==> src/rtl/sbr_pkg.sv <==
package sbr_pkg;
  localparam int WORD_W  = 32;
  localparam int TYPE_W  = 3;
  localparam int SEQ_W   = 13;
  localparam int LEN_W   = 7;
  localparam int SEQ_LSB = TYPE_W;
  localparam int LEN_LSB = 16;

  typedef logic [TYPE_W-1:0] msg_t;

  localparam msg_t MT_RD_REQ = 3'd1;
  localparam msg_t MT_WR_REQ = 3'd2;
  localparam msg_t MT_RD_RSP = 3'd3;
  localparam msg_t MT_WR_ACK = 3'd4;
  localparam msg_t MT_NACK   = 3'd5;

  typedef enum logic [3:0] {
    S_IDLE,
    S_ADDR,
    S_WDATA,
    S_DRAIN,
    S_REPLY,
    S_RHDR,
    S_RREQ,
    S_RWAIT
  } st_e;

  function automatic logic [WORD_W-1:0] pack_hdr(input msg_t t,
                                                 input logic [SEQ_W-1:0] s,
                                                 input logic [LEN_W-1:0] n);
    logic [WORD_W-1:0] w;
    w = '0;
    w[TYPE_W-1:0]       = t;
    w[SEQ_LSB +: SEQ_W] = s;
    w[LEN_LSB +: LEN_W] = n;
    return w;
  endfunction
endpackage

==> src/rtl/sbr_hdr_decode.sv <==
module sbr_hdr_decode
  import sbr_pkg::*;
(
  input  logic [WORD_W-1:0] word,
  output logic [SEQ_W-1:0]  seq,
  output logic [LEN_W-1:0]  count,
  output logic              is_read,
  output logic              is_write
);
  msg_t kind;
  logic unused_hi;

  assign kind      = word[TYPE_W-1:0];
  assign seq       = word[SEQ_LSB +: SEQ_W];
  assign count     = word[LEN_LSB +: LEN_W];
  assign is_read   = (kind == MT_RD_REQ);
  assign is_write  = (kind == MT_WR_REQ);
  assign unused_hi = ^word[WORD_W-1:LEN_LSB+LEN_W];
endmodule

==> src/rtl/sbr_seq_track.sv <==
module sbr_seq_track #(
  parameter int SW = 13
) (
  input  logic          clk,
  input  logic          rst_n,
  input  logic          advance,
  output logic [SW-1:0] expected
);
  always_ff @(posedge clk or negedge rst_n) begin
    if (!rst_n)       expected <= '0;
    else if (advance) expected <= expected + 1'b1;
  end

  // one step per accepted request, wrapping at the field width
  a_r3_seq_step: assert property (@(posedge clk) disable iff (!rst_n)
    advance |=> expected == SW'($past(expected) + 1'b1));
endmodule

==> src/rtl/sbr_tx_slot.sv <==
module sbr_tx_slot #(
  parameter int W = 32
) (
  input  logic         clk,
  input  logic         rst_n,
  input  logic         load,
  input  logic [W-1:0] ldata,
  input  logic         llast,
  output logic         free,
  output logic         empty,
  output logic         m_valid,
  output logic [W-1:0] m_data,
  output logic         m_last,
  input  logic         m_ready
);
  assign free  = !m_valid || m_ready;
  assign empty = !m_valid;

  always_ff @(posedge clk or negedge rst_n) begin
    if (!rst_n) begin
      m_valid <= 1'b0;
      m_data  <= '0;
      m_last  <= 1'b0;
    end else if (load) begin
      m_valid <= 1'b1;
      m_data  <= ldata;
      m_last  <= llast;
    end else if (m_ready) begin
      m_valid <= 1'b0;
    end
  end

  // a stalled word is held unchanged
  a_r8_hold_stalled: assert property (@(posedge clk) disable iff (!rst_n)
    (m_valid && !m_ready) |=> (m_valid && $stable(m_data) && $stable(m_last)));
  // the controller never overwrites a word the sink has not taken
  a_r8_no_overwrite: assert property (@(posedge clk) disable iff (!rst_n)
    load |-> free);
endmodule

==> src/rtl/sbr_bus_port.sv <==
module sbr_bus_port #(
  parameter int AW = 32,
  parameter int DW = 32
) (
  input  logic          clk,
  input  logic          rst_n,
  input  logic          wr_go,
  input  logic          rd_go,
  input  logic [AW-1:0] addr_in,
  input  logic [DW-1:0] wdata_in,
  output logic [AW-1:0] bus_addr,
  output logic [DW-1:0] bus_wdata,
  output logic          bus_wen,
  output logic          bus_ren
);
  always_ff @(posedge clk or negedge rst_n) begin
    if (!rst_n) begin
      bus_addr  <= '0;
      bus_wdata <= '0;
      bus_wen   <= 1'b0;
      bus_ren   <= 1'b0;
    end else begin
      bus_wen <= wr_go;
      bus_ren <= rd_go;
      if (wr_go || rd_go) bus_addr <= addr_in;
      if (wr_go)          bus_wdata <= wdata_in;
    end
  end

  // a cycle is either a write or a read, never both
  a_r5_strobe_excl: assert property (@(posedge clk) disable iff (!rst_n)
    !(bus_wen && bus_ren));
  // read pulses never run back to back (one outstanding read)
  a_r7_read_single: assert property (@(posedge clk) disable iff (!rst_n)
    bus_ren |=> !bus_ren);
endmodule

==> src/rtl/stream_regbus_bridge.sv <==
module stream_regbus_bridge
  import sbr_pkg::*;
#(
  parameter int ADDR_W = 32
) (
  input  logic              clk,
  input  logic              rst_n,
  input  logic [WORD_W-1:0] s_data,
  input  logic              s_valid,
  input  logic              s_last,
  output logic              s_ready,
  output logic [WORD_W-1:0] m_data,
  output logic              m_valid,
  output logic              m_last,
  input  logic              m_ready,
  output logic [ADDR_W-1:0] bus_addr,
  output logic [WORD_W-1:0] bus_wdata,
  output logic              bus_wen,
  output logic              bus_ren,
  input  logic [WORD_W-1:0] bus_rdata,
  input  logic              bus_rvalid
);
  localparam logic [LEN_W-1:0] ONE_LEFT = LEN_W'(1);

  st_e st_q, st_d, after_q, after_d;

  logic [SEQ_W-1:0]  dec_seq;
  logic [LEN_W-1:0]  dec_len;
  logic              dec_rd, dec_wr;

  logic [SEQ_W-1:0]  seq_q;
  logic [LEN_W-1:0]  len_q, remain_q;
  logic              rd_q, wr_q, nack_q, nack_d;
  logic [ADDR_W-1:0] addr_q;

  logic [SEQ_W-1:0]  exp_seq;
  logic              seq_adv;
  logic              in_hs, wr_go, rd_go;
  logic              tx_load, tx_end, tx_free, tx_empty;
  logic [WORD_W-1:0] tx_word;

  sbr_hdr_decode u_dec (
    .word     (s_data),
    .seq      (dec_seq),
    .count    (dec_len),
    .is_read  (dec_rd),
    .is_write (dec_wr)
  );

  sbr_seq_track #(.SW(SEQ_W)) u_seq (
    .clk      (clk),
    .rst_n    (rst_n),
    .advance  (seq_adv),
    .expected (exp_seq)
  );

  sbr_tx_slot #(.W(WORD_W)) u_tx (
    .clk     (clk),
    .rst_n   (rst_n),
    .load    (tx_load),
    .ldata   (tx_word),
    .llast   (tx_end),
    .free    (tx_free),
    .empty   (tx_empty),
    .m_valid (m_valid),
    .m_data  (m_data),
    .m_last  (m_last),
    .m_ready (m_ready)
  );

  sbr_bus_port #(.AW(ADDR_W), .DW(WORD_W)) u_bus (
    .clk       (clk),
    .rst_n     (rst_n),
    .wr_go     (wr_go),
    .rd_go     (rd_go),
    .addr_in   (addr_q),
    .wdata_in  (s_data),
    .bus_addr  (bus_addr),
    .bus_wdata (bus_wdata),
    .bus_wen   (bus_wen),
    .bus_ren   (bus_ren)
  );

  // Input is taken only in states that consume request words.
  assign s_ready = (st_q == S_IDLE) || (st_q == S_ADDR) ||
                   (st_q == S_WDATA) || (st_q == S_DRAIN);
  assign in_hs   = s_valid && s_ready;

  always_comb begin
    st_d    = st_q;
    after_d = after_q;
    nack_d  = nack_q;
    seq_adv = 1'b0;
    wr_go   = 1'b0;
    rd_go   = 1'b0;
    tx_load = 1'b0;
    tx_word = '0;
    tx_end  = 1'b0;
    case (st_q)
      S_IDLE: begin
        if (in_hs && !s_last) st_d = S_ADDR;
      end
      S_ADDR: begin
        if (in_hs) begin
          if (!(rd_q || wr_q)) begin
            st_d    = s_last ? S_IDLE : S_DRAIN;
            after_d = S_IDLE;
          end else if (seq_q != exp_seq) begin
            nack_d  = 1'b1;
            st_d    = s_last ? S_REPLY : S_DRAIN;
            after_d = S_REPLY;
          end else begin
            nack_d  = 1'b0;
            seq_adv = 1'b1;
            if (wr_q) begin
              st_d = s_last ? S_REPLY : S_WDATA;
            end else begin
              st_d    = s_last ? S_RHDR : S_DRAIN;
              after_d = S_RHDR;
            end
          end
        end
      end
      S_WDATA: begin
        if (in_hs) begin
          wr_go = 1'b1;
          if (s_last) st_d = S_REPLY;
        end
      end
      S_DRAIN: begin
        if (in_hs && s_last) st_d = after_q;
      end
      S_REPLY: begin
        if (tx_free) begin
          tx_load = 1'b1;
          tx_end  = 1'b1;
          tx_word = nack_q ? pack_hdr(MT_NACK, exp_seq, '0)
                           : pack_hdr(MT_WR_ACK, seq_q, '0);
          st_d    = S_IDLE;
        end
      end
      S_RHDR: begin
        if (tx_free) begin
          tx_load = 1'b1;
          tx_word = pack_hdr(MT_RD_RSP, seq_q, len_q);
          tx_end  = (remain_q == '0);
          st_d    = (remain_q == '0) ? S_IDLE : S_RREQ;
        end
      end
      S_RREQ: begin
        if (tx_empty) begin
          rd_go = 1'b1;
          st_d  = S_RWAIT;
        end
      end
      S_RWAIT: begin
        if (bus_rvalid) begin
          tx_load = 1'b1;
          tx_word = bus_rdata;
          tx_end  = (remain_q == ONE_LEFT);
          st_d    = (remain_q == ONE_LEFT) ? S_IDLE : S_RREQ;
        end
      end
      default: st_d = S_IDLE;
    endcase
  end

  always_ff @(posedge clk or negedge rst_n) begin
    if (!rst_n) begin
      st_q     <= S_IDLE;
      after_q  <= S_IDLE;
      nack_q   <= 1'b0;
      seq_q    <= '0;
      len_q    <= '0;
      rd_q     <= 1'b0;
      wr_q     <= 1'b0;
      addr_q   <= '0;
      remain_q <= '0;
    end else begin
      st_q    <= st_d;
      after_q <= after_d;
      nack_q  <= nack_d;
      if (st_q == S_IDLE && in_hs) begin
        seq_q <= dec_seq;
        len_q <= dec_len;
        rd_q  <= dec_rd;
        wr_q  <= dec_wr;
      end
      if (st_q == S_ADDR && in_hs) begin
        addr_q   <= s_data[ADDR_W-1:0];
        remain_q <= len_q;
      end else if (wr_go || rd_go) begin
        addr_q <= addr_q + 1'b1;
      end
      if (st_q == S_RWAIT && bus_rvalid) remain_q <= remain_q - 1'b1;
    end
  end

  // while a refused or surplus tail is consumed, the bus stays quiet
  a_r4_drain_quiet: assert property (@(posedge clk) disable iff (!rst_n)
    (st_q == S_DRAIN) |-> (!bus_wen && !bus_ren));
  // a header that ends its packet leaves the bridge waiting for a new header
  a_r9_short_drop: assert property (@(posedge clk) disable iff (!rst_n)
    (st_q == S_IDLE && s_valid && s_ready && s_last) |=> (s_ready && !m_valid && !bus_wen));
endmodule

==> config.mk <==
export PLATFORM = sky130hd
export DESIGN_NAME = stream_regbus_bridge
export DESIGN_NICKNAME = d
export VERILOG_FILES = /design/src/rtl/sbr_pkg.sv /design/src/rtl/sbr_hdr_decode.sv /design/src/rtl/sbr_seq_track.sv /design/src/rtl/sbr_tx_slot.sv /design/src/rtl/sbr_bus_port.sv /design/src/rtl/stream_regbus_bridge.sv
export SDC_FILE = /design/constraint.sdc
export NUM_CORES = 1
export LEC_CHECK = 0
export BUFFER_PORTS_ARGS = -buffer_cell sky130_fd_sc_hd__buf_2
export CAP_MARGIN = 20
export CORE_MARGIN = 1.5
export CORE_UTILIZATION = 45
export CTS_CLUSTER_SIZE = 30
export DETAILED_ROUTE_END_ITERATION = 12
export PLACE_DENSITY = 0.68
export SLEW_MARGIN = 10
export SYNTH_ARGS = -nofsm -noshare
export SYNTH_HDL_FRONTEND = slang
export SYNTH_SLANG_ARGS = --single-unit
==> constraint.sdc <==
create_clock -name clk -period 5.1 [get_ports clk]
set_input_delay 0 -clock clk [delete_from_list [all_inputs] [get_ports clk]]
set_output_delay 0 -clock clk [all_outputs]
set_load 0.01 [all_outputs]
==> results by group <==
Power and ir drop
  – Max VDD drop: 0.3115 mV
  – Net Sw Frac: 37.34%
  – Pleak: 0.004973 uW
  – Flop pwr share: 42.6%
  – Cell Pwr Density: 565.9 mW/mm^2
  – Pint: 3762 uW
  – Clock network fraction of design power: 22.1%
  – Psw: 2242 uW
  – Combinational power share: 35.3%

Setup path
  – Reg2Reg Depth: 5
  – CP Data Required Time: 5420 ps
  – WP data arrival: 3150 ps
  – CP Class: flip-flop to flip-flop
  – Critical Path Source Type: flip-flop
  – Crit end category: flip-flop
  – Largest stage delay on the critical path: 840 ps
  – CP most frequent cell: nor2_1
  – CP Cell Sequence: nor2_1 -> nand3_1 -> nor2_1 -> nand2_1 -> mux2_2
  – Slowest-stage cell, CP: nor2_1
  – Flop2flop setup slack: 2270 ps
  – Worst reg2reg endpoint: u_seq.expected[1]$_DFFE_PN0P_
  – Reg2reg start: st_q[1]$_DFFE_PN0P_
  – Crit Path Max Fanout: 16

Timing
  – Slew Viols, Final: 0
  – Period utilisation layout: 55.44%
  – RSZ-0062 raised after global routing: false
  – Hold Fails Final Rpt: 0
  – Clk_skew: 16.65 ps
  – Actual slew at the worst max-slew pin: 1026 ps
  – Hold slack: 54.26 ps
  – Final setup TNS: 0 ps
  – Slew HR: 31.45%
  – Tmin final: 2827 ps
  – F_max: 0.3537 GHz
  – Final setup fails: 0

Die
  – Initial Utilization: 46.11%
  – Die Ht: 138.9 um
  – CORE AREA: 0.01802 mm^2
  – Row cnt: 49
  – Die X: 138.9 um
  – Io pins: 171
  – DIE AREA: 0.01929 mm^2

Global routing
  – Global-route wire length before repair: 35.22 mm
  – Pin count of the biggest net entering global routing: 89
  – Initial antenna violation count: 0
  – Gr busiest metal: met2
  – Total GRT Usage: 22.83%
  – Congestion Overflow GR: 0
  – Met1 Track Usage GR: 32.22%
  – Vias in the first global route: 6,706
  – GR Layer Usage met2: 35.75%
  – Met3 Track Usage GR: 4.593%

Clock network
  – CTS max path bufs: 2
  – Clock root cell: clkbuf_16
  – CTS tree: built
  – Htree depth: 4
  – Clock sinks: 180
  – Resized cells post-CTS: 0
  – CTS clk-pin slew, worst paths: 70 ps
  – Worst skew pair latency: 440 ps
  – CTS Buf Count: 17

Finish
  – Fraction of layout cells with a size suffix above 1: 28.26%
  – Fill count: 1,510
  – Most frequent cells in the layout: 180 x dfrtp_1, 169 x buf_2, 146 x nand2_1
  – Final core utilization: 58.85%
  – Commonest non-fill, non-tap cell in the layout: dfrtp_1
  – Area grow syn2layout: 27.62%
  – ANT cells: 0
  – Final layout net count: 1,075

Synth
  – Register area share after synthesis: 54.19%
  – Syn nets: 855
  – Main synth FF type: dfrtp_1
  – Post-Syn Area per Cell: 10.66 um^2
  – Yosys cell types: 63
  – EDFF count, synth: 0
  – Post-Syn Instances: 780
  – Synthesis Warnings: 0
  – Post-synth ARST share: 100.0%
  – Synth area leaders: dfrtp_1 54%, mux2_2 7.6%, nand2_1 6.6%
  – Synthesized area: 0.008312 mm^2
  – Post-synth top area share: 54.19%
  – #FFs+latches synth: 180
  – Cell taking the most area after synthesis: dfrtp_1

Hold path
  – Hold depth: 3
  – Worst hold path startpoint: bus_rvalid
  – WHS Endpoint: st_q[2]$_DFFE_PN0P_
  – Worst Hold Class: primary input to flip-flop

Route
  – Vias per cell: 5.488
  – Final WL: 21.41 mm
  – DRC Markers: 0
  – Initial detailed-routing violation count: 490
  – Post-route antenna net violation count: 0
  – Vias post-DR: 6,810
  – DR pass1 iterations: 5
  – WL per Instance: 17.25 um

Placed design
  – DP HPWL: 14.31 mm
  – RePlAce Congestion: 0.8457
  – IO Port Bufs: 170

Flow run
  – Max Cap Violations: 0

Status
  – Status: completed
Yosys cell counts (3+ instances only):
| cell | number |
|---|---|
| and3_1 | 8 |
| o211ai_1 | 11 |
| nor4_4 | 3 |
| a22oi_1 | 20 |
| a21oi_1 | 14 |
| a31oi_1 | 4 |
| nand2_1 | 146 |
| nor2_1 | 38 |
| and2_1 | 4 |
| mux2i_1 | 14 |
| mux2_2 | 56 |
| a32oi_1 | 3 |
| buf_1 | 5 |
| or3_1 | 3 |
| nor3_1 | 5 |
| or4_1 | 6 |
| inv_1 | 18 |
| a221o_1 | 8 |
| o311ai_0 | 8 |
| nand3_1 | 35 |
| buf_6 | 3 |
| nand2b_1 | 5 |
| xnor2_1 | 28 |
| a22o_1 | 9 |
| o21ai_0 | 38 |
| nand4_1 | 11 |
| o311ai_1 | 4 |
| buf_2 | 18 |
| a222oi_1 | 7 |
| dfrtp_1 | 180 |
| ha_1 | 5 |
| nand3_2 | 3 |
| clkbuf_1 | 18 |
| xor2_1 | 3 |
stage by stage:
stage | std cells | setup slack (ps) | cell area (um^2) | power [uW]
2_1_floorplan | 780 | 3307 | 8312 | 3860
3_3_place_gp | 1142 | 2331 | 9338 | 4610
3_5_place_dp | 1142 | 2277 | 9338 | 4658
4_1_cts | 1240 | 2285 | 10600 | 6046
5_1_grt | 1241 | 1995 | 10610 | 6415
6_report | 1241 | 2273 | 10610 | 6003
state kept, by name, summed over array words and instances, names as in the netlist, 2 cells and up:
signal / flops
addr_q: 32
u_bus.bus_addr: 32
u_bus.bus_wdata: 32
u_tx.m_data: 32
seq_q: 13
u_seq.expected: 13
len_q: 7
remain_q: 7
st_q: 3
after_q: 2
critical path: cells and delay by family (launching register included):
family / cells / cell delay, ps
and+or+nand+nor: 4 / 1840
muxes: 1 / 320
DFF: 1 / 550
repair_timing:
item	CTS	global route
hold endpoints to repair	205	0
buffers inserted	0	0
hold buffers	67	0
kinds of logic after synthesis:
family	count (synthesis)	share of synthesized area [%]
AO/OA/AOI/OAI	147	12.62
XOR/XNOR	31	3.267
adder cells (fa/ha/maj)	5	0.7527
buffers and inverters	64	3.522
flip-flops	180	54.19
multiplexers	70	9.273
AND/OR/NAND/NOR	283	16.38
power groups by stage:
stage	Combinational (uW)	Clock [uW]	Sequential [uW]
6_report	2120	1330	2560
5_1_grt	2350	1410	2650
4_1_cts	2130	1360	2550
3_5_place_dp	2090	0	2570
3_3_place_gp	2050	0	2560
2_1_floorplan	1280	0	2580
final cells by class:
class                      instances  area [um^2]  area share, %
sequential                       180         4504          42.46
multi-input combinational        536         3555          33.51
timing repair buffer             247         1600          15.09
clock buffer                      19        452.9          4.270
tap                              229        286.5          2.701
clock inverter                    12        141.4          1.333
inverter                          18        67.56         0.6369
worst max path at each step:
stage,start,end,depth (start not counted),slack [ps]
6_report,st_q[1]$_DFFE_PN0P_,u_seq.expected[1]$_DFFE_PN0P_,5,2270
5_1_grt,st_q[1]$_DFFE_PN0P_,u_seq.expected[1]$_DFFE_PN0P_,5,2000
4_1_cts,st_q[1]$_DFFE_PN0P_,u_seq.expected[1]$_DFFE_PN0P_,5,2280
3_5_place_dp,st_q[1]$_DFFE_PN0P_,u_seq.expected[1]$_DFFE_PN0P_,5,2280
3_3_place_gp,st_q[1]$_DFFE_PN0P_,u_seq.expected[1]$_DFFE_PN0P_,5,2330
2_1_floorplan,st_q[1]$_DFFE_PN0P_,len_q[3]$_DFFE_PN0P_,7,3310
per-layer routing:
metal	part of all wire, %	wire length, um
met1	46	9940
met2	47	10120
met3	4.3	911
met4	2.1	439
met5	0	0
(Power assumes the default switching activity.)
